## config.mk

```make
export PLATFORM = sky130hd
export DESIGN_NAME = msg_channel
export DESIGN_NICKNAME = d
export VERILOG_FILES = /design/src/rtl/msg_channel_pkg.sv /design/src/rtl/msg_channel_tx.sv /design/src/rtl/msg_channel_rx.sv /design/src/rtl/msg_channel.sv
export SDC_FILE = /design/constraint.sdc
export NUM_CORES = 1
export LEC_CHECK = 0
export ABC_AREA = 1
export BUFFER_PORTS_ARGS = -buffer_cell sky130_fd_sc_hd__buf_2
export CAP_MARGIN = 20
export CELL_PAD_IN_SITES_DETAIL_PLACEMENT = 0
export CELL_PAD_IN_SITES_GLOBAL_PLACEMENT = 2
export CORE_MARGIN = 3
export CORE_UTILIZATION = 28
export DETAILED_ROUTE_END_ITERATION = 6
export PLACE_DENSITY_LB_ADDON = 0.25
export SYNTH_ARGS = -nofsm -noshare
export SYNTH_HDL_FRONTEND = slang
export SYNTH_SLANG_ARGS = --single-unit
```

## constraint.sdc

```tcl
create_clock -name clk_i -period 0.9 [get_ports clk_i]
set_input_delay 0.135 -clock clk_i [delete_from_list [all_inputs] [get_ports clk_i]]
set_output_delay 0.135 -clock clk_i [all_outputs]
set_load 0.005 [all_outputs]
```

## src/rtl/msg_channel_pkg.sv

```systemverilog
package msg_channel_pkg;

  typedef enum logic {
    TX_FREE = 1'b0,
    TX_HELD = 1'b1
  } tx_state_e;

  typedef enum logic {
    RX_IDLE    = 1'b0,
    RX_BLOCKED = 1'b1
  } rx_state_e;

endpackage

```

## src/rtl/msg_channel_tx.sv

```systemverilog
module msg_channel_tx
  import msg_channel_pkg::*;
#(
  parameter int unsigned DATA_W = 8
) (
  input  logic              clk_i,
  input  logic              rst_ni,
  input  logic              load_i,
  input  logic [DATA_W-1:0] data_i,
  input  logic              ack_i,
  output logic              ready_o,
  output logic              new_o,
  output logic [DATA_W-1:0] data_o
);

  tx_state_e         state_q, state_d;
  logic [DATA_W-1:0] word_q;
  logic              accept;

  assign accept = load_i && (state_q == TX_FREE);

  always_comb begin
    state_d = state_q;
    unique case (state_q)
      TX_FREE: if (accept) state_d = TX_HELD;
      TX_HELD: if (ack_i)  state_d = TX_FREE;
      default: state_d = TX_FREE;
    endcase
  end

  always_ff @(posedge clk_i or negedge rst_ni) begin
    if (!rst_ni) begin
      state_q <= TX_FREE;
      word_q  <= '0;
    end else begin
      state_q <= state_d;
      if (accept) word_q <= data_i;
    end
  end

  assign ready_o = (state_q == TX_FREE);
  assign new_o   = (state_q == TX_HELD);
  assign data_o  = word_q;

  // accepted load blocks the sender
  p_load_blocks_r2: assert property (@(posedge clk_i) disable iff (!rst_ni)
    (load_i && ready_o) |=> (!ready_o && new_o));

  // held word never moves while the sender is blocked
  p_word_stable_r3: assert property (@(posedge clk_i) disable iff (!rst_ni)
    (!ready_o) |=> $stable(data_o));

  // acknowledge only closes an open transaction
  p_ack_when_held_r4: assert property (@(posedge clk_i) disable iff (!rst_ni)
    ack_i |-> new_o);

endmodule

```

## src/rtl/msg_channel_rx.sv

```systemverilog
module msg_channel_rx
  import msg_channel_pkg::*;
#(
  parameter int unsigned DATA_W = 8
) (
  input  logic              clk_i,
  input  logic              rst_ni,
  input  logic              read_i,
  input  logic              avail_i,
  input  logic [DATA_W-1:0] data_i,
  output logic              ack_o,
  output logic              wait_o,
  output logic              valid_o,
  output logic [DATA_W-1:0] data_o
);

  rx_state_e         state_q, state_d;
  logic              take;
  logic              valid_q;
  logic [DATA_W-1:0] out_q;

  // a held request completes as soon as a word shows up
  assign take = avail_i && (read_i || (state_q == RX_BLOCKED));

  always_comb begin
    state_d = state_q;
    unique case (state_q)
      RX_IDLE:    if (read_i && !avail_i) state_d = RX_BLOCKED;
      RX_BLOCKED: if (avail_i)            state_d = RX_IDLE;
      default:    state_d = RX_IDLE;
    endcase
  end

  always_ff @(posedge clk_i or negedge rst_ni) begin
    if (!rst_ni) begin
      state_q <= RX_IDLE;
      valid_q <= 1'b0;
      out_q   <= '0;
    end else begin
      state_q <= state_d;
      valid_q <= take;
      if (take) out_q <= data_i;
    end
  end

  assign ack_o   = take;
  assign wait_o  = (state_q == RX_BLOCKED);
  assign valid_o = valid_q;
  assign data_o  = out_q;

  // every take is delivered in the next cycle
  p_take_delivers_r4: assert property (@(posedge clk_i) disable iff (!rst_ni)
    ack_o |=> valid_o);

  // delivery is a single-cycle pulse
  p_valid_pulse_r5: assert property (@(posedge clk_i) disable iff (!rst_ni)
    valid_o |=> !valid_o);

  // an early read blocks the receiver
  p_early_read_blocks_r6: assert property (@(posedge clk_i) disable iff (!rst_ni)
    (read_i && !avail_i && !wait_o) |=> wait_o);

  // blocked until a word appears
  p_stay_blocked_r6: assert property (@(posedge clk_i) disable iff (!rst_ni)
    (wait_o && !avail_i) |=> wait_o);

  // a waiting request is released by the word
  p_release_r7: assert property (@(posedge clk_i) disable iff (!rst_ni)
    (wait_o && avail_i) |=> (valid_o && !wait_o));

endmodule

```

## src/rtl/msg_channel.sv

```systemverilog
module msg_channel
  import msg_channel_pkg::*;
#(
  parameter int unsigned DATA_W = 8
) (
  input  logic              clk_i,
  input  logic              rst_ni,
  input  logic              tx_load_i,
  input  logic [DATA_W-1:0] tx_data_i,
  output logic              tx_ready_o,
  input  logic              rx_read_i,
  output logic              rx_ready_o,
  output logic              rx_wait_o,
  output logic              rx_valid_o,
  output logic [DATA_W-1:0] rx_data_o
);

  logic              word_new;
  logic              word_ack;
  logic [DATA_W-1:0] word_held;

  msg_channel_tx #(.DATA_W(DATA_W)) u_tx (
    .clk_i   (clk_i),
    .rst_ni  (rst_ni),
    .load_i  (tx_load_i),
    .data_i  (tx_data_i),
    .ack_i   (word_ack),
    .ready_o (tx_ready_o),
    .new_o   (word_new),
    .data_o  (word_held)
  );

  msg_channel_rx #(.DATA_W(DATA_W)) u_rx (
    .clk_i   (clk_i),
    .rst_ni  (rst_ni),
    .read_i  (rx_read_i),
    .avail_i (word_new),
    .data_i  (word_held),
    .ack_o   (word_ack),
    .wait_o  (rx_wait_o),
    .valid_o (rx_valid_o),
    .data_o  (rx_data_o)
  );

  assign rx_ready_o = word_new;

  // a delivery always finds the sender freed
  p_delivery_frees_tx_r4: assert property (@(posedge clk_i) disable iff (!rst_ni)
    rx_valid_o |-> (tx_ready_o && !rx_ready_o));

endmodule

```

# Yosys cells after proc, flatten, opt, wreduce, memory -nomap -nowiden
# Cells that the tools add are included.
# word_totals
word_cells	18
ram_bits	0
latch_bits	0
n_memories	0
mem_bits_ro	0
input_bits	12
out_inout_bits	12
reg_bits	19
# op_classes
n_lt_le_gt_ge	0
bitwise_logic	2
n_eq_ne	0
div	0
add_sub_neg	0
reduce_logical	5
mux	6
n_mul	0
n_shift	0
# ops
op	count
$mux W1	4
$pmux W1 S2	2
$logic_and A1 B1 Y1	3
$not A1 Y1	2
$logic_not A1 Y1	1
$logic_or A1 B1 Y1	1

# Longest topological paths before layout
# Gate-level depths: netlist (run 1).
# logic_depth
ltp_word	4
mapped_depth	4
ltp_nobuf	4

# Modules after synthesis
# A second synthesis (run 1) with hierarchy kept.
# hier_totals
hier_cells	79
hier_area_um2	777.0
# modules_own_cells
module	seq_area_each_um2	cells_per_inst	instances	area_each_um2
msg_channel_rx	250.2	41	1	405.4
msg_channel_tx	225.2	38	1	371.6

# Worst setup path after synthesis (run 1)
# OpenSTA, ideal clock, no wires.
# synth_timing
path_kind	register -> register
from	register u_rx.state_q, in the netlist u_rx.wait_o
to	register u_rx.out_q[0], in the netlist u_rx.data_o[0]
stages_incl_launch_ff	4
setup_slack_ps	70
period_less_slack_ps	830
n_path_buf	0
required_time_ps	835
setup_time_ps	65
arrival_time_ps	765
path_cell_list	dfrtp_1 o21ai_4 nand2_1 nand2_1
# synth_via
elab_chain_len	2
# synth_rtl
item	line_no	source
from (decl)	msg_channel_rx.sv:17	rx_state_e state_q, state_d;
from (signal assigned)	msg_channel_rx.sv:40	state_q <= state_d;
$logic_or A1 B1 Y1	msg_channel_rx.sv:23	assign take = avail_i && (read_i || (state_q == RX_BLOCKED));
$logic_and A1 B1 Y1	msg_channel_rx.sv:23	
to (signal assigned)	msg_channel_rx.sv:42	if (take) out_q <= data_i;
to (decl)	msg_channel_rx.sv:20	logic [DATA_W-1:0] out_q;
# No other way between the ends.
# A chain may end at the register's enable or synchronous reset.

# Final worst setup path (run 1)
# layout_timing
from	register u_tx.state_q, in the netlist u_tx.new_o
to	output tx_ready_o
# layout_via
elab_chain_len	1
# layout_rtl
item	line_no	source
from (decl)	msg_channel_tx.sv:16	tx_state_e state_q, state_d;
from (signal assigned)	msg_channel_tx.sv:36	state_q <= state_d;
$not A1 Y1	msg_channel_tx.sv:41	assign ready_o = (state_q == TX_FREE);
to (decl)	msg_channel.sv:10	output logic tx_ready_o,
# No other way between the ends.

==> summary.txt, run 1 <==
core area = 2520 µm²
setup total negative slack = -2.43 ns
Max-slew headroom = 71.0%
Reg power frac = 44.9%
pin count of the biggest net entering global routing = 20
Setup CP Type = reg2out
register area = 477 µm²
Hold Vio Cnt, Final = 0
area grow syn2layout = 61.8%
Critical-path top delay cell = dfrtp_1
count of cell types in the netlist = 11
share of layout cells above drive strength 1 = 54.0%
Worst EP required = 0.76 ns
clock root cell = clkbuf_4
CTS Buf Count = 3
total track usage = 12.4%
violations in the final reports = setup timing
max_cap viols = 0
status = finished with violations
worst hold slack = 0.0639 ns
antenna-violating nets left = 0
count of pins over their slew limit = 0
placement row count = 18
GP Congestion = 0.687
CP Launch Type = flop
post-place setup slack = -0.0309 ns
footprint of the multi-input gates = 363 µm²
vias in the first global route = 700
critical path capture point type = output port
worst path cell trace = inv_2, buf_6, buf_6
total gr overflow = 0
fillers = 259
YS warnings = 0
Tot Pwr = 2.75 mW
CTS clk-pin slew, worst paths = 0.11 ns
Synthesized Nets = 91
Comb pwr share = 39.2%
initial antenna violation count = 0
skew final = 0.000780 ns
flop and latch count out of synthesis = 19
1st-pass router iterations = 4
Syn Area/Cell = 9.58 µm²
initial DRC count = 9
Clock power frac = 15.9%
die area = 3360 µm²
Die Ht = 58.0 µm
Ports = 24
fin crit share = 123%
PwrDens = 2250 nW/µm²
TritonCTS clock tree = done
Hold Path Class = in2reg
fin worst setup slack = -0.204 ns
Worst Path Max Fanout = 3
internal cell power = 1.86 mW
largest area contributor in the netlist = dfrtp_1
fmax = 0.906 GHz
fin cells = 154
Port Buffers = 23
Die X = 58.0 µm
routed vias/inst = 4.56
WL/cell = 12.4 µm
Final nets = 137
Worst-Margin Slew = 0.436 ns
Largest stage delay, worst path = 0.40 ns
Clock Sinks = 19
H-tree level count = 1
Area contributors post-synth = dfrtp_1 63%, nand2_1 16%, nand3_1 11%
Critical Path AT = 0.97 ns
Final min period = 1.10 ns
Switch Pwr = 0.892 mW
sequential share of the synthesized area = 62.8%
final WL = 1910 µm
Net Sw Frac = 32.4%
Synth top area share = 62.8%
Placed Cells = 133
final HPWL from detailed placement = 1100 µm
Initial Util = 30.0%
delay-heaviest family, CP = flip-flops
Syn Inst Count = 79
Worst Path Buf+Inv = 3
# setup viols final = 30
deepest clock path buffer count = 2
Residual DRC = 0
Lkg Pwr = 0.654 nW
synthesized area = 757 µm²
first-pass GRT wire length = 3170 µm
CP most frequent cell = buf_6
RSZ-0062 raised after global routing = yes
via count = 702
clk_lat worst skew = 0.29 ns
n_diodes = 0
Peak VDD IR = 952 µV
[cell usage in the layout, fill, tap and decap left out]
cell	instances
inv_8	1
buf_4	10
buf_6	7
buf_2	21
clkbuf_4	3
inv_1	1
inv_2	2
dfrtp_1	18
o21ai_4	2
nand3_2	6
buf_8	2
nand3_1	10
a21oi_2	1
nand2_2	5
clkbuf_1	1
dfrtp_2	1
o21ai_2	1
nand2_1	26
nand2_4	3
nand2_8	2
dlygate4sd3_1	1
[layer usage]
metal  GRT usage [%]  wire length (µm)
met5               0                 0
met4            6.62                15
met3            2.00                85
met2            19.0               953
met1            16.8               854
[final timing paths]
| check | from | endpoint | slack [ns] | cells past startpoint |
|---|---|---|---|---|
| setup reg to reg | u_tx.new_o$_DFF_PN0_ | u_tx.data_o[0]$_DFFE_PN0P_ | -0.16 | 6 |
| hold / removal | tx_data_i[6] | u_tx.data_o[6]$_DFFE_PN0P_ | 0.06 | 3 |
| max in group asynchronous | rst_ni | u_rx.wait_o$_DFF_PN0_ | 0.28 | 2 |
| setup / recovery | u_tx.new_o$_DFF_PN0_ | tx_ready_o | -0.20 | 3 |
| hold reg to reg | u_rx.data_o[4]$_DFFE_PN0P_ | u_rx.data_o[4]$_DFFE_PN0P_ | 0.48 | 2 |
| min in group asynchronous | rst_ni | u_rx.data_o[6]$_DFFE_PN0P_ | 0.30 | 2 |
[metrics by stage]
step / utilization (%) / area, µm²
floorplan: - / 757
global placement: 36.4 / 917
detailed placement: 36.4 / 917
CTS: 43.7 / 1100
global route: 48.6 / 1220
finish: 48.6 / 1220
[synthesized netlist by cell type]
cell     count
nand2_1     32
buf_4        3
o21ai_1      1
o21ai_4      1
dfrtp_1     19
a21oi_1      1
inv_2        2
nand3_1     16
nand2_2      1
nand2_4      1
inv_1        2
[worst register-to-register path: stages (launching register included)]
cell and delay (ns):
dfrtp_1 0.40, inv_2 0.06, buf_4 0.14, buf_8 0.13, buf_6 0.13, nand3_1 0.06, nand2_1 0.05
[repair_timing]
action / 4_1_cts / 5_1_grt
endpoints found under the hold margin: 19 / 0
gates cloned: 2 / 1
setup buffers: 8 / 5
hold buffers: 1 / 0
setup endpoints to repair: 21 / 31
resized for setup: 18 / 18
pin swaps: 4 / 9
[cell families (layout without fill, tap and decap cells)]
| logic type | Yosys count | in the layout | share of synthesized area, % |
|---|---|---|---|
| simple gates | 50 | 52 | 28.8 |
| flops | 19 | 19 | 62.8 |
| buf+inv | 7 | 49 | 4.96 |
| compound gates | 3 | 4 | 3.47 |
[area by class of cell]
| cell class | instances | share of cell area (%) |
|---|---|---|
| tap | 30 | 3.06 |
| inverter | 4 | 1.84 |
| clock buffer | 4 | 2.15 |
| multi-input combinational | 56 | 29.6 |
| sequential | 19 | 38.9 |
| timing repair buffer | 41 | 24.4 |
[power groups by stage]
stage / clock network (mW) / logic (mW) / registers (mW)
2_1_floorplan: 0 / 0.310 / 1.24
3_3_place_gp: 0 / 0.625 / 1.23
3_5_place_dp: 0 / 0.620 / 1.23
4_1_cts: 0.455 / 0.882 / 1.22
5_1_grt: 0.490 / 1.20 / 1.26
6_report: 0.437 / 1.08 / 1.23
[sequential cells by signal, indices dropped and copies added (netlist names)]
name / cells
u_tx.data_o: 8
u_rx.valid_o: 1
u_rx.data_o: 8
u_rx.wait_o: 1
u_tx.new_o: 1
Note: power is estimated with default switching activity, not from simulation.
==> run 2: changes to the inputs <==
--- a/config.mk
+++ b/config.mk
@@ -14,6 +14,7 @@
 export CORE_UTILIZATION = 28
 export DETAILED_ROUTE_END_ITERATION = 6
 export PLACE_DENSITY_LB_ADDON = 0.25
+export RECOVER_POWER = 100
 export SYNTH_ARGS = -nofsm -noshare
 export SYNTH_HDL_FRONTEND = slang
 export SYNTH_SLANG_ARGS = --single-unit
==> summary.txt, run 2 (synthesized netlist as in run 1, its figures left out) <==
Final min period = 1.10 ns (unchanged)
clk_lat worst skew = 0.29 ns (about the same)
violations in the final reports = setup timing (unchanged)
Critical Path AT = 0.97 ns (about the same)
total track usage = 12.4% (unchanged)
status = finished with violations (unchanged)
routed vias/inst = 4.56 (unchanged)
Reg power frac = 44.9% (about the same)
fin worst setup slack = -0.204 ns (unchanged)
Switch Pwr = 0.892 mW (about the same)
commonest non-fill, non-tap cell in the layout = nand2_1 (unchanged)
antenna-violating nets left = 0 (unchanged)
R2R depth = 6 (unchanged)
placement row count = 18 (unchanged)
Die X = 58.0 µm (unchanged)
final WL = 1910 µm (unchanged)
delay-heaviest family, CP = flip-flops (unchanged)
max_cap viols = 0 (unchanged)
skew final = 0.000780 ns (unchanged)
CP Launch Type = flop (unchanged)
Ports = 24 (unchanged)
CTS Buf Count = 3 (unchanged)
via count = 702 (unchanged)
Worst-Margin Slew = 0.484 ns (was 0.436 ns)
hold path startpoint = tx_data_i[6] (unchanged)
TritonCTS clock tree = done (unchanged)
Hold Vio Cnt, Final = 0 (unchanged)
vias in the first global route = 700 (unchanged)
Setup CP Type = reg2out (unchanged)
fmax = 0.906 GHz (unchanged)
share of layout cells above drive strength 1 = 54.0% (unchanged)
total gr overflow = 0 (unchanged)
Final nets = 137 (unchanged)
clock root cell = clkbuf_4 (unchanged)
Net Sw Frac = 32.4% (about the same)
first-pass GRT wire length = 3170 µm (unchanged)
Critical-path top delay cell = dfrtp_1 (unchanged)
final HPWL from detailed placement = 1100 µm (unchanged)
Clock power frac = 15.9% (about the same)
Hold Path Class = in2reg (unchanged)
Endpoint, Worst Hold = u_tx.data_o[6]$_DFFE_PN0P_ (unchanged)
CTS clk-pin slew, worst paths = 0.11 ns (about the same)
Die Ht = 58.0 µm (unchanged)
Worst EP required = 0.76 ns (about the same)
Comb pwr share = 39.2% (about the same)
CP most frequent cell = buf_6 (unchanged)
RSZ-0062 raised after global routing = yes (unchanged)
most frequent cells in the layout = 26 x nand2_1, 20 x buf_2, 18 x dfrtp_1, 10 x nand3_1, 10 x buf_4 (was 26 x nand2_1, 21 x buf_2, 18 x dfrtp_1, 10 x nand3_1, 10 x buf_4)
WL/cell = 12.4 µm (unchanged)
initial antenna violation count = 0 (unchanged)
Lkg Pwr = 0.654 nW (about the same)
setup total negative slack = -2.43 ns (unchanged)
fin cells = 154 (unchanged)
fin crit share = 123% (unchanged)
n_diodes = 0 (unchanged)
Placed Cells = 133 (unchanged)
count of pins over their slew limit = 0 (unchanged)
Initial Util = 30.0% (unchanged)
1st-pass router iterations = 4 (unchanged)
initial DRC count = 8 (was 9)
Max-slew headroom = 67.7% (was 71.0%)
pin count of the biggest net entering global routing = 20 (unchanged)
worst path cell trace = inv_2, buf_6, buf_6 (unchanged)
Residual DRC = 0 (unchanged)
worst r2r dst = u_tx.data_o[0]$_DFFE_PN0P_ (unchanged)
Worst R2R Start = u_tx.new_o$_DFF_PN0_ (unchanged)
Port Buffers = 23 (unchanged)
area grow syn2layout = 61.8% (unchanged)
Clock Sinks = 19 (unchanged)
critical path capture point type = output port (unchanged)
Largest stage delay, worst path = 0.40 ns (about the same)
PwrDens = 2250 nW/µm² (about the same)
Worst Path Buf+Inv = 3 (unchanged)
internal cell power = 1.86 mW (about the same)
deepest clock path buffer count = 2 (unchanged)
Peak VDD IR = 952 µV (about the same)
die area = 3360 µm² (unchanged)
# setup viols final = 30 (unchanged)
Hold Path Stages = 3 (unchanged)
core area = 2520 µm² (unchanged)
GP Congestion = 0.687 (unchanged)
internal reg-to-reg setup slack = -0.16 ns (about the same)
Worst Path Max Fanout = 3 (unchanged)
H-tree level count = 1 (unchanged)
-- run 2: changes by cell type in the layout (fill, tap and decap cells not counted), sizes merged --
cell | before | now
clkbuf | 4 | 5
buf | 40 | 39
-- run 2: power groups by stage --
stage                     registers [mW]  logic [mW]  clock network, mW
after floorplan                     1.24       0.310                  0
after global placement              1.23       0.625                  0
after detailed placement            1.23       0.620                  0
after CTS                           1.22       0.882              0.455
after global routing                1.26        1.20              0.490
final                               1.23        1.08              0.437
-- run 2: how the worst max path moves through the flow --
stage                                from                         end  slack [ns]  depth (start not counted)
detailed placement  u_rx.wait_o$_DFF_PN0_  u_rx.data_o[2]$_DFFE_PN0P_       -0.03                          3
finish               u_tx.new_o$_DFF_PN0_                  tx_ready_o       -0.20                          3
global placement    u_rx.wait_o$_DFF_PN0_  u_rx.data_o[3]$_DFFE_PN0P_       -0.01                          3
CTS                  u_tx.new_o$_DFF_PN0_                  tx_ready_o       -0.22                          3
floorplan           u_rx.wait_o$_DFF_PN0_  u_rx.data_o[0]$_DFFE_PN0P_        0.07                          3
global route         u_tx.new_o$_DFF_PN0_                  tx_ready_o       -0.27                          3
-- run 2: tightest hold or removal path: cells and delay by family --
kind | cells | cell delay, ns
simple gates | 2 | 0.11
buf+inv | 1 | 0.09
-- run 2: layer usage --
metal / track usage (%) / up-vias / share of wire [%]
li1: - / 346 / -
met1: 16.8 / 339 / 45
met2: 19.0 / 15 / 50
met3: 2.00 / 2 / 4.5
met4: 6.62 / 0 / 0.79
met5: 0 / - / 0
-- run 2: cell type report --
| type | count | area, µm² |
|---|---|---|
| Multi-Input combinational cell | 56 | 363 |
| Tap cell | 30 | 37.5 |
| Sequential cell | 19 | 477 |
| Inverter | 4 | 22.5 |
| Fill cell | 259 | 1300 |
| Timing Repair Buffer | 41 | 299 |
| Clock buffer | 4 | 26.3 |
-- run 2: metrics by stage --
step / hold WS [ns] / util, % / instance area, µm² / setup WS [ns] / power, mW
2_1_floorplan: -0.161 / - / 757 / 0.0701 / 1.55
3_3_place_gp: 0.0981 / 36.4 / 917 / -0.0126 / 1.85
3_5_place_dp: 0.101 / 36.4 / 917 / -0.0309 / 1.85
4_1_cts: 0.0603 / 43.7 / 1100 / -0.218 / 2.56
5_1_grt: 0.0535 / 48.6 / 1220 / -0.267 / 2.95
6_report: 0.0639 / 48.6 / 1220 / -0.204 / 2.75
-- run 2: timing repair --
action                                  CTS  global route
pin swaps                                 4             9
endpoints found under the setup margin   21            31
gates resized for setup                  18            18
setup buffers                             8             5
endpoints found under the hold margin    19             0
hold buffers                              1             0
gates cloned                              2             1
==> run 3: changes to the inputs <==
--- a/config.mk
+++ b/config.mk
@@ -6,7 +6,7 @@
 export NUM_CORES = 1
 export LEC_CHECK = 0
 export ABC_AREA = 1
-export BUFFER_PORTS_ARGS = -buffer_cell sky130_fd_sc_hd__buf_2
+export BUFFER_PORTS_ARGS = -buffer_cell sky130_fd_sc_hd__buf_4
 export CAP_MARGIN = 20
 export CELL_PAD_IN_SITES_DETAIL_PLACEMENT = 0
 export CELL_PAD_IN_SITES_GLOBAL_PLACEMENT = 2
@@ -15,6 +15,7 @@
 export DETAILED_ROUTE_END_ITERATION = 6
 export PLACE_DENSITY_LB_ADDON = 0.25
 export RECOVER_POWER = 100
+export REMOVE_ABC_BUFFERS = 1
 export SYNTH_ARGS = -nofsm -noshare
 export SYNTH_HDL_FRONTEND = slang
 export SYNTH_SLANG_ARGS = --single-unit
==> summary.txt, run 3 (synthesized netlist as in run 1, its figures left out) <==
post-place setup slack = -0.0174 ns (was -0.0309 ns)
# setup viols final = 30 (unchanged)
Peak VDD IR = 1020 µV (was 952 µV)
fmax = 0.883 GHz (was 0.906 GHz)
Port Buffers = 23 (unchanged)
total gr overflow = 0 (unchanged)
1st-pass router iterations = 3 (was 4)
most frequent cells in the layout = 31 x nand2_1, 18 x buf_4, 18 x dfrtp_1, 15 x buf_6, 12 x nand3_1 (was 26 x nand2_1, 20 x buf_2, 18 x dfrtp_1, 10 x nand3_1, 10 x buf_4)
initial antenna violation count = 0 (unchanged)
status = finished with violations (unchanged)
TritonCTS clock tree = done (unchanged)
critical path capture point type = output port (unchanged)
fillers = 251 (was 259)
PwrDens = 2290 nW/µm² (was 2250 nW/µm²)
final HPWL from detailed placement = 1150 µm (was 1100 µm)
Die Ht = 58.0 µm (unchanged)
WL/cell = 12.4 µm (about the same)
Residual DRC = 0 (unchanged)
worst hold slack = 0.0601 ns (was 0.0639 ns)
commonest non-fill, non-tap cell in the layout = nand2_1 (unchanged)
Initial Util = 30.0% (unchanged)
fin crit share = 126% (was 123%)
GP Congestion = 0.671 (was 0.687)
Ports = 24 (unchanged)
first-pass GRT wire length = 3130 µm (was 3170 µm)
via count = 650 (was 702)
clk_lat worst skew = 0.30 ns (was 0.29 ns)
Worst-Margin Slew = 0.479 ns (was 0.484 ns)
antenna-violating nets left = 0 (unchanged)
skew final = 0.00546 ns (was 0.000780 ns)
max_cap viols = 0 (unchanged)
Critical Path AT = 1.00 ns (was 0.97 ns)
violations in the final reports = setup timing (unchanged)
Hold Path Class = in2reg (unchanged)
Clock Sinks = 19 (unchanged)
die area = 3360 µm² (unchanged)
placement row count = 18 (unchanged)
total track usage = 12.7% (was 12.4%)
fin worst setup slack = -0.232 ns (was -0.204 ns)
share of layout cells above drive strength 1 = 47.1% (was 54.0%)
vias in the first global route = 651 (was 700)
Worst R2R Start = u_tx.new_o$_DFF_PN0_ (unchanged)
core area = 2520 µm² (unchanged)
CTS Buf Count = 3 (unchanged)
Setup CP Type = reg2out (unchanged)
Max-slew headroom = 68.0% (was 67.7%)
clock root cell = clkbuf_4 (unchanged)
Worst Path Max Fanout = 3 (unchanged)
RSZ-0062 raised after global routing = yes (unchanged)
count of pins over their slew limit = 0 (unchanged)
pin count of the biggest net entering global routing = 20 (unchanged)
H-tree level count = 1 (unchanged)
deepest clock path buffer count = 2 (unchanged)
CP Launch Type = flop (unchanged)
Worst EP required = 0.76 ns (about the same)
Final nets = 132 (was 137)
n_diodes = 0 (unchanged)
Hold Vio Cnt, Final = 0 (unchanged)
final WL = 1850 µm (was 1910 µm)
hold path startpoint = tx_data_i[0] (was tx_data_i[6])
fin cells = 149 (was 154)
Setup crit start = u_tx.new_o$_DFF_PN0_ (unchanged)
area grow syn2layout = 64.1% (was 61.8%)
Final min period = 1.13 ns (was 1.10 ns)
CTS clk-pin slew, worst paths = 0.11 ns (about the same)
initial DRC count = 8 (unchanged)
Placed Cells = 132 (was 133)
routed vias/inst = 4.36 (was 4.56)
Lkg Pwr = 0.644 nW (was 0.654 nW)
Die X = 58.0 µm (unchanged)
## run 3: changes by cell type in the layout (fill, tap and decap cells not counted), moves of 2 or more
cell,delta
buf_2,-20
buf_4,+8
buf_6,+8
nand2_1,+5
nand2_2,-4
nand2_4,-2
nand3_1,+2
nand3_2,-2
## run 3: worst max-delay path: stages, from the launching register on
cell and delay (ns):
dfrtp_1 0.41, inv_2 0.07, buf_12 0.12, buf_6 0.10
## run 3: per-stage QoR
| step | total power, mW | cell area, µm² | utilization (%) | TNS [ns] |
|---|---|---|---|---|
| global route | 3.06 | 1240 | 49.3 | -3.45 |
| finish | 2.84 | 1240 | 49.3 | -2.02 |
| detailed placement | 1.99 | 980 | 38.8 | -0.0743 |
| global placement | 1.98 | 980 | 38.8 | -0.0357 |
| CTS | 2.78 | 1190 | 47.1 | -2.12 |
| floorplan | 1.52 | 734 | - | -2.06 |
## run 3: cell type report
class	count	area, µm²	share of cell area (%)
clock buffer	3	22.5	1.81
clock inverter	1	5.00	0.403
inverter	4	22.5	1.81
multi-input combinational	55	324	26.1
sequential	19	477	38.4
tap	30	37.5	3.02
timing repair buffer	37	354	28.5
## run 3: metal layers
layer | GRT usage [%] | wire length (µm) | vias to the layer above
met2 | 19.0 | 902 | 17
li1 | - | - | 335
met3 | 2.67 | 84 | 4
met4 | 6.95 | 33 | 0
met5 | 0 | 0 | -
met1 | 17.1 | 831 | 294
## run 3: power breakdown
| part | internal [mW] | switching, mW | total, mW |
|---|---|---|---|
| registers | 1.09 | 0.174 | 1.27 |
| clock network | 0.166 | 0.260 | 0.426 |
| logic | 0.695 | 0.453 | 1.15 |
## run 3: timing repair
item,4_1_cts,5_1_grt
buffers inserted,7,4
hold buffers,1,0
endpoints found under the setup margin,28,31
gates resized for setup,27,7
hold endpoints to repair,19,0
gates cloned,2,0
pin swaps,5,3
## run 3: final timing paths
kind	endpoint	slack (ns)	cells past startpoint
worst max-delay path	tx_ready_o	-0.23	3
worst min-delay path	u_tx.data_o[0]$_DFFE_PN0P_	0.06	3
worst max register to register	u_tx.data_o[3]$_DFFE_PN0P_	-0.08	5
worst min register to register	u_tx.data_o[2]$_DFFE_PN0P_	0.49	2
max in group asynchronous	u_rx.wait_o$_DFF_PN0_	0.23	2
min in group asynchronous	u_rx.data_o[7]$_DFFE_PN0P_	0.32	2
